**config.mk**
```make
export PLATFORM = sky130hd
export DESIGN_NAME = i2c_cmd_seq
export DESIGN_NICKNAME = d
export VERILOG_FILES = /design/src/rtl/i2c_seq_pkg.sv /design/src/rtl/i2c_seq_ctrl.sv /design/src/rtl/i2c_seq_dp.sv /design/src/rtl/i2c_cmd_seq.sv
export SDC_FILE = /design/constraint.sdc
export NUM_CORES = 1
export LEC_CHECK = 0
export BUFFER_PORTS_ARGS = -buffer_cell sky130_fd_sc_hd__buf_4
export CORE_AREA = 2 2 39 41
export DETAILED_ROUTE_END_ITERATION = 10
export DIE_AREA = 0 0 41 43
export PLACE_DENSITY = 0.63
export SYNTH_ARGS = -nofsm -noshare
export SYNTH_HDL_FRONTEND = slang
export SYNTH_SLANG_ARGS = --single-unit
```
**constraint.sdc**
```tcl
create_clock -name clk -period 1.1 [get_ports clk]
set_clock_uncertainty 0.2 [all_clocks]
set_input_delay 0.275 -clock clk [delete_from_list [all_inputs] [get_ports clk]]
set_output_delay 0.275 -clock clk [all_outputs]
set_load 0.01 [all_outputs]
```
**src/rtl/i2c_seq_pkg.sv**
```systemverilog
package i2c_seq_pkg;

  // Strobes from the control side to the datapath, valid for one cycle
  typedef struct packed {
    logic start;
    logic repStart;
    logic stop;
    logic clrInt;
  } seqStrobe_t;

endpackage

```
**src/rtl/i2c_seq_ctrl.sv**
```systemverilog
module i2c_seq_ctrl
  import i2c_seq_pkg::*;
(
  input  logic       clk,
  input  logic       rst,
  input  logic       wrEn,
  input  logic       wrModeSel,
  input  logic       wrRepStart,
  input  logic       busBusy,
  input  logic       txDir,
  input  logic       addrSlave,
  input  logic       arbLost,
  input  logic       intFlag,
  output logic       modeSel,
  output seqStrobe_t strobe
);

  logic modeQ, pendQ, modeD, pendD;
  logic sendingMaster, lossEv, swClear, swStart, pendFire, pendDrop;

  assign sendingMaster = modeQ && !pendQ;
  assign lossEv        = arbLost && sendingMaster;
  assign swClear       = wrEn && !wrModeSel && modeQ;
  assign swStart       = wrEn && wrModeSel && !modeQ;
  assign pendDrop      = pendQ && addrSlave && txDir;
  assign pendFire      = pendQ && !busBusy && !(addrSlave && txDir);

  always_comb begin
    strobe.start    = !lossEv && !swClear && ((swStart && !busBusy) || pendFire);
    strobe.stop     = !lossEv && swClear && intFlag;
    strobe.repStart = !lossEv && wrEn && wrModeSel && wrRepStart
                      && sendingMaster && intFlag;
    strobe.clrInt   = strobe.stop || strobe.repStart;
  end

  always_comb begin
    modeD = modeQ;
    pendD = pendQ;
    if (pendDrop) begin
      modeD = 1'b0;
      pendD = 1'b0;
    end else if (pendFire) begin
      pendD = 1'b0;
    end
    if (swStart) begin
      if (!busBusy) begin
        modeD = 1'b1;
      end else if (!txDir) begin
        modeD = 1'b1;
        pendD = 1'b1;
      end
    end
    if (swClear || lossEv) begin
      modeD = 1'b0;
      pendD = 1'b0;
    end
  end

  always_ff @(posedge clk) begin
    if (rst) begin
      modeQ <= 1'b0;
      pendQ <= 1'b0;
    end else begin
      modeQ <= modeD;
      pendQ <= pendD;
    end
  end

  assign modeSel = modeQ;

  // a held start stays quiet while the bus is occupied
  a_r3_hold_while_busy: assert property (@(posedge clk) disable iff (rst)
    pendQ && busBusy |-> !strobe.start);

  // slave-transmitter address drops the held start and the mode bit
  a_r4_drop_pending: assert property (@(posedge clk) disable iff (rst)
    pendQ && addrSlave && txDir |=> !modeQ && !pendQ);

  // arbitration loss while sending clears mode-select
  a_r6_loss_clears_mode: assert property (@(posedge clk) disable iff (rst)
    arbLost && modeQ && !pendQ |=> !modeQ);

  // repeated start only during a master interrupt
  a_r7_rep_needs_master: assert property (@(posedge clk) disable iff (rst)
    strobe.repStart |-> modeQ && intFlag);

endmodule

```
**src/rtl/i2c_seq_dp.sv**
```systemverilog
module i2c_seq_dp
  import i2c_seq_pkg::*;
(
  input  logic       clk,
  input  logic       rst,
  input  logic       wrEn,
  input  logic       wrAckEn,
  input  logic       wrIntEn,
  input  logic       wrBusErrIe,
  input  logic       byteDone,
  input  logic       arbLost,
  input  logic       busErr,
  input  seqStrobe_t strobe,
  output logic       startCmd,
  output logic       repStartCmd,
  output logic       stopCmd,
  output logic       loadAddr,
  output logic       ackEn,
  output logic       intPending,
  output logic       intReq
);

  logic intEnQ, busErrIeQ;

  always_ff @(posedge clk) begin
    if (rst) begin
      ackEn     <= 1'b0;
      intEnQ    <= 1'b0;
      busErrIeQ <= 1'b0;
    end else if (wrEn) begin
      ackEn     <= wrAckEn;
      intEnQ    <= wrIntEn;
      busErrIeQ <= wrBusErrIe;
    end
  end

  always_ff @(posedge clk) begin
    if (rst) begin
      intPending <= 1'b0;
    end else if (byteDone || arbLost) begin
      intPending <= 1'b1;
    end else if (strobe.clrInt) begin
      intPending <= 1'b0;
    end
  end

  always_ff @(posedge clk) begin
    if (rst) begin
      startCmd    <= 1'b0;
      loadAddr    <= 1'b0;
      repStartCmd <= 1'b0;
      stopCmd     <= 1'b0;
    end else begin
      startCmd    <= strobe.start;
      loadAddr    <= strobe.start;
      repStartCmd <= strobe.repStart;
      stopCmd     <= strobe.stop;
    end
  end

  assign intReq = (intPending && intEnQ) || (busErr && busErrIeQ);

  // command pulses never overlap
  a_r1_one_command: assert property (@(posedge clk) disable iff (rst)
    $onehot0({startCmd, repStartCmd, stopCmd}));

  // start is a single-cycle pulse
  a_r2_start_pulse: assert property (@(posedge clk) disable iff (rst)
    startCmd |=> !startCmd);

  // acknowledge enable holds between writes
  a_r8_ack_stable: assert property (@(posedge clk) disable iff (rst)
    !wrEn |=> $stable(ackEn));

  // an enabled bus error always requests an interrupt
  a_r9_berr_req: assert property (@(posedge clk) disable iff (rst)
    busErr && busErrIeQ |-> intReq);

  // byte completion or loss sets the pending flag
  a_r10_flag_set: assert property (@(posedge clk) disable iff (rst)
    byteDone || arbLost |=> intPending);

endmodule

```
**src/rtl/i2c_cmd_seq.sv**
```systemverilog
module i2c_cmd_seq
  import i2c_seq_pkg::*;
(
  input  logic clk,
  input  logic rst,
  input  logic wrEn,
  input  logic wrModeSel,
  input  logic wrRepStart,
  input  logic wrAckEn,
  input  logic wrIntEn,
  input  logic wrBusErrIe,
  input  logic busBusy,
  input  logic txDir,
  input  logic addrSlave,
  input  logic arbLost,
  input  logic busErr,
  input  logic byteDone,
  output logic modeSel,
  output logic startCmd,
  output logic repStartCmd,
  output logic stopCmd,
  output logic loadAddr,
  output logic ackEn,
  output logic intPending,
  output logic intReq
);

  seqStrobe_t strobe;

  i2c_seq_ctrl i_ctrl (
    .clk        (clk),
    .rst        (rst),
    .wrEn       (wrEn),
    .wrModeSel  (wrModeSel),
    .wrRepStart (wrRepStart),
    .busBusy    (busBusy),
    .txDir      (txDir),
    .addrSlave  (addrSlave),
    .arbLost    (arbLost),
    .intFlag    (intPending),
    .modeSel    (modeSel),
    .strobe     (strobe)
  );

  i2c_seq_dp i_dp (
    .clk         (clk),
    .rst         (rst),
    .wrEn        (wrEn),
    .wrAckEn     (wrAckEn),
    .wrIntEn     (wrIntEn),
    .wrBusErrIe  (wrBusErrIe),
    .byteDone    (byteDone),
    .arbLost     (arbLost),
    .busErr      (busErr),
    .strobe      (strobe),
    .startCmd    (startCmd),
    .repStartCmd (repStartCmd),
    .stopCmd     (stopCmd),
    .loadAddr    (loadAddr),
    .ackEn       (ackEn),
    .intPending  (intPending),
    .intReq      (intReq)
  );

endmodule

```
==> Word-level counts from Yosys, hierarchy flattened <==
Index checks and enable logic that the tools add are counted.
{ "classes": {"n_mux": 11, "reduce_logical": 37} }
{ "ops": {"columns": ["cell", "n"], "rows": [
  ["logical AND 1 bit", 23],
  ["two-way mux 1 bit", 11],
  ["zero test 1 bit", 7],
  ["logical OR 1 bit", 5],
  ["nonzero test 2 bit", 1],
  ["OR reduction 2 bit", 1]
]} }
{ "word_totals": {"regBits": 9, "in_bits": 14, "output_inout_bits": 8, "word_cells": 57} }

==> Logic depth before layout (Yosys ltp) <==
{ "depth": {"depth_word": 12, "depth_mapped": 4, "ltp_nobuf": 3} }

==> Hierarchy <==
A second synthesis with hierarchy kept.
{ "hier_totals": {"cells_unflattened": 44, "area_unflattened_um2": 419.2} }
{ "by_module_without_submodules": {"columns": ["mod", "instances", "cells_per_inst", "area_per_inst_um2"], "rows": [
  ["i2c_seq_dp", 1, 21, 231.5],
  ["i2c_seq_ctrl", 1, 23, 187.7]
]} }

==> Worst setup path before layout <==
OpenSTA, ideal clock, no wires.
{ "synth_timing": {"path_type": "register to register", "start": "register i_ctrl.modeQ, in the netlist i_ctrl.modeSel", "end": "register i_dp.intPending", "setup_time_ps": 128, "t_arrival_ps": 857, "required_time_ps": 772, "slack_ps": -85, "path_stages_with_launch": 4, "path_buffers": 0, "period_less_slack_ps": 1185, "cell_sequence": "dfxtp_1 nand2_1 nor4_2 o32ai_1"} }
{ "synth_between": {"elab_chain_len": 10} }
{ "synth_rtl": {"columns": ["element", "line", "text"], "rows": [
  ["from (decl)", "i2c_seq_ctrl.sv:18", "logic modeQ, pendQ, modeD, pendD;"],
  ["from (signal assigned)", "i2c_seq_ctrl.sv:64", "modeQ <= modeD;"],
  ["logical AND 1 bit", "i2c_seq_ctrl.sv:21", "assign sendingMaster = modeQ && !pendQ;"],
  ["logical AND 1 bit", "i2c_seq_ctrl.sv:22", "assign lossEv = arbLost && sendingMaster;"],
  ["zero test 1 bit", "i2c_seq_ctrl.sv:30, i2c_seq_ctrl.sv:31", null],
  ["logical AND 1 bit (3 in a row)", "i2c_seq_ctrl.sv:31", "strobe.repStart = !lossEv && wrEn && wrModeSel && wrRepStart"],
  ["logical AND 1 bit (2 in a row)", "i2c_seq_ctrl.sv:32", "&& sendingMaster && intFlag;"],
  ["logical OR 1 bit (*)", "i2c_seq_ctrl.sv:33", "strobe.clrInt = strobe.stop || strobe.repStart;"],
  ["nonzero test 2 bit (no source line) (*)", null, null],
  ["to (signal assigned)", "i2c_seq_dp.sv:39", "intPending <= 1'b0;"],
  ["to (signal assigned)", "i2c_seq_dp.sv:41", "intPending <= 1'b1;"],
  ["to (signal assigned)", "i2c_seq_dp.sv:43", "intPending <= 1'b0;"],
  ["to (decl)", "i2c_seq_dp.sv:19", "output logic intPending,"]
]} }
Mark *: on every way between the ends. The rest lies on a longest branch, timed or not.
A chain may end at the register's enable or synchronous reset.

==> Worst setup path in the final report <==
{ "layout_timing": {"start": "register i_dp.intEnQ", "end": "output intReq"} }
{ "layout_between": {"elab_chain_len": 2} }
{ "layout_rtl": {"columns": ["element", "line", "text"], "rows": [
  ["from (decl)", "i2c_seq_dp.sv:23", "logic intEnQ, busErrIeQ;"],
  ["from (signal assigned)", "i2c_seq_dp.sv:32", "intEnQ <= wrIntEn;"],
  ["logical AND 1 bit", "i2c_seq_dp.sv:61", "assign intReq = (intPending && intEnQ) || (busErr && busErrIeQ);"],
  ["logical OR 1 bit", "i2c_seq_dp.sv:61", null],
  ["to (decl)", "i2c_cmd_seq.sv:25", "output logic intReq"]
]} }
No other way between the ends.

==> results.txt <==
----------------------------------------------------
[Min path]
  Worst hold-check path type ... input pin to register
  Hold worst-path end ... i_dp.startCmd
  Worst hold path stage count ... 2
  Start point of the worst min-delay path ... busBusy

[Timing]
  Actual transition at the worst max-transition pin ... 0.221 ns
  Minimum setup slack in the final design ... -0.308 ns
  Worst relative slew slack ... 0.852
  Max-slew violation count ... 0
  Setup TNS ... -1.16 ns
  Maximum clock rate ... ~710 MHz
  Number of endpoints failing setup at the final stage ... 13
  Ratio of final minimum period to clock period ... 1.28
  Final worst hold slack ... -0.00889 ns
  Endpoints failing hold ... 1
  Shortest period the worst path allows ... roughly 1.4 ns
  Unrepaired setup endpoints after global routing ... yes

[Flow run]
  MaxCap Viol Count ... 0

[Power]
  Final total power ... 0.808 mW
  IR drop worst, VDD ... 0.000834 V
  Leakage Power ... between 0.3 and 0.4 nW
  Total power divided by cell area ... between 1000 and 1500 mW/mm²

[Placed design]
  Post-detailed-placement half-perimeter wirelength ... about 760 µm
  Number of port buffers ... 21
  Final GP Congestion ... 0.624
  Placed instance count ... 83

[Final layout]
  Final core area utilization ... 0.566
  Antenna Cells ... 0
  Share of layout cells above drive strength 1 ... 0.685
  Commonest non-fill, non-tap cell in the layout ... sky130_fd_sc_hd__buf_4
  Commonest cells after routing, fill and taps aside ... sky130_fd_sc_hd__buf_4, sky130_fd_sc_hd__buf_6, sky130_fd_sc_hd__nand2_1, sky130_fd_sc_hd__dfxtp_2, sky130_fd_sc_hd__nor2_1
  Post-route non-filler standard cell count ... 89
  Area growth from synthesis to layout ... 67.8%
  Final layout net count ... between 80 and 90

[Setup path]
  Slack of the worst reg-to-reg path ... -0.07 ns
  Required arrival time at the worst endpoint ... roughly 0.62 ns
  Critical path arrival ... approximately 0.93 ns
  Startpoint type of the worst setup path ... register
  Type of the worst setup path ... register to primary output
  Endpoint class of the critical path ... primary output
  Crit Reg-Reg Startpoint ... i_ctrl.modeSel
  End of the worst register-to-register path ... i_ctrl.pendQ
  Cells on worst reg2reg path ... 3
  Max FO, Critical Path ... 2

[Floorplanning]
  Number of placement rows ... 14
  Standard cell core area ... about 0.0014 mm²
  Number of primary I/O pins ... 22
  Starting density of the core ... 0.337
  Horizontal die dimension ... between 40 and 50 µm
  Chip Height ... 43 µm
  Area of the die ... ~0.0018 mm²

[Route]
  Post-route DRC violation count ... 0
  Wirelength per Cell ... about 11 µm
  Iter 0 DRT Violations ... 3
  Total number of vias ... 425
  Number of optimization iterations in the first detailed-route pass ... 4
  Routed WL ... roughly 990 µm
  Number of vias per cell after detailed routing ... between 4 and 5
  Count of nets left with antenna violations after detail routing ... 0

[Global routing]
  Maximum number of pins on one net before global-route repair ... 7
  Via count of the first global-routing pass ... between 300 and 400
  Global-route wire length before repair ... between 1.5 and 2 mm
  Number of antenna violations at the first check in global routing ... 0
  Global route total overflow ... 0
  Global router's overall resource usage ... 0.135

[Clock network]
  TritonCTS Buffers ... 3
  Clock sink count ... 9
  Clock tree root driver cell ... sky130_fd_sc_hd__clkbuf_4
  TritonCTS clock tree ... built
  Skew-Pair Late Insertion Delay ... approximately 0.26 ns
  H-tree levels ... 1
  Number of buffers between clock root and the deepest sink ... 2
  Clock transition at path regs ... ~0.060 ns

[Status]
  Violations in the final reports ... negative hold slack, negative setup slack
  Status ... finished, violations left

[Logic synthesis]
  Cells after synthesis ... 43
  Number of warning messages in the yosys log ... 0
  Yosys reg bits ... 9
  Sequential cell area fraction in the yosys report ... 0.386
  Post-Syn Area ... around 470 µm²
  Syn_nets ... between 50 and 60
  Avg Synthesized Cell Area ... approximately 11 µm²
  Number of distinct library cells after synthesis ... 21

----------------------------------------------------
critical path, stage by stage (launching register included):
cell and delay, ns:
sky130_fd_sc_hd__dfxtp_2 0.32, sky130_fd_sc_hd__a22o_1 0.23, sky130_fd_sc_hd__buf_6 0.12
repair_timing:
item | in CTS | in global routing
buffers inserted | 1 | 1
resized for setup | 17 | 5
cloned | 0 | 0
hold endpoints to repair | 1 | 1
setup endpoints to repair | 14 | 14
pin swaps | 2 | 0
power breakdown:
group,switching (mW),leakage (nW),internal (mW),total (mW)
clock,0.119,0.0150,0.140,0.259
combinational,0.0743,0.250,0.120,0.195
sequential,0.0140,0.0774,0.341,0.355
total,0.207,0.343,0.601,0.808
logic make-up after synthesis:
kind of cell | synth area share
and+or+nand+nor | 0.357
muxes | 0.0643
AOI/OAI and AO/OA | 0.142
DFF | 0.386
buffers and inverters | 0.0509
flip-flops by register name, summed over array words and instances, names as in the netlist:
register and cells:
i_ctrl.modeSel 1, i_ctrl.pendQ 1, i_dp.ackEn 1, i_dp.busErrIeQ 1
i_dp.intEnQ 1, i_dp.intPending 1, i_dp.repStartCmd 1, i_dp.startCmd 1
i_dp.stopCmd 1
area by class of cell:
| type | count | area [µm²] |
|---|---|---|
| Timing Repair Buffer | 29 | 255 |
| Tap cell | 16 | 20.0 |
| Multi-Input combinational cell | 31 | 287 |
| Fill cell | 125 | 601 |
| Sequential cell | 9 | 195 |
| Clock buffer | 4 | 26.3 |
per-layer routing:
layer	GRT usage	wire, µm	up-vias
li1	-	-	212
met4	0.0800	29	0
met5	0	0	-
met1	0.146	380	192
met2	0.194	499	16
met3	0.0785	82	5
cells in the mapped netlist:
| library cell | instances | area, µm² |
|---|---|---|
| sky130_fd_sc_hd__nand2_1 | 7 | 26.3 |
| sky130_fd_sc_hd__o32ai_1 | 1 | 8.76 |
| sky130_fd_sc_hd__a2111oi_2 | 1 | 15.0 |
| sky130_fd_sc_hd__dfxtp_1 | 9 | 180 |
| sky130_fd_sc_hd__a2bb2oi_1 | 1 | 8.76 |
| sky130_fd_sc_hd__nor2b_1 | 1 | 6.26 |
| sky130_fd_sc_hd__nor4_2 | 2 | 25.0 |
| sky130_fd_sc_hd__nand2b_4 | 2 | 27.5 |
| sky130_fd_sc_hd__buf_4 | 1 | 7.51 |
| sky130_fd_sc_hd__nor4b_2 | 1 | 15.0 |
| sky130_fd_sc_hd__mux2i_1 | 3 | 30.0 |
| sky130_fd_sc_hd__nor2_1 | 5 | 18.8 |
| sky130_fd_sc_hd__a31oi_1 | 1 | 6.26 |
| sky130_fd_sc_hd__a22o_1 | 1 | 8.76 |
| sky130_fd_sc_hd__nor3b_2 | 1 | 12.5 |
| sky130_fd_sc_hd__clkbuf_2 | 1 | 5.00 |
| sky130_fd_sc_hd__nand2b_1 | 1 | 6.26 |
| sky130_fd_sc_hd__and3b_1 | 1 | 8.76 |
| sky130_fd_sc_hd__nand3b_4 | 1 | 20.0 |
| sky130_fd_sc_hd__buf_6 | 1 | 11.3 |
| sky130_fd_sc_hd__a21boi_4 | 1 | 18.8 |
how the worst max path moves through the flow:
stage,from,end,slack (ns),cells past startpoint
final,i_dp.intEnQ,intReq,-0.31,2
after global routing,i_dp.intEnQ,intReq,-0.33,2
after CTS,i_dp.intEnQ,intReq,-0.31,2
after detailed placement,txDir,i_dp.startCmd,-0.07,4
after global placement,txDir,i_dp.startCmd,-0.1,4
after floorplan,i_ctrl.modeSel,i_dp.intPending,-0.004,3
metrics by stage:
| stage | instance area [µm²] | hold WS (ns) | worst slack, ns |
|---|---|---|---|
| finish | 783 | -0.00889 | -0.308 |
| detailed placement | 667 | 0.264 | -0.0746 |
| floorplan | 468 | 0.151 | -0.00358 |
| CTS | 761 | -0.0125 | -0.308 |
| global route | 783 | -0.0136 | -0.325 |
| global placement | 667 | 0.268 | -0.0955 |
No activity file was read; power rests on OpenSTA's default activity.
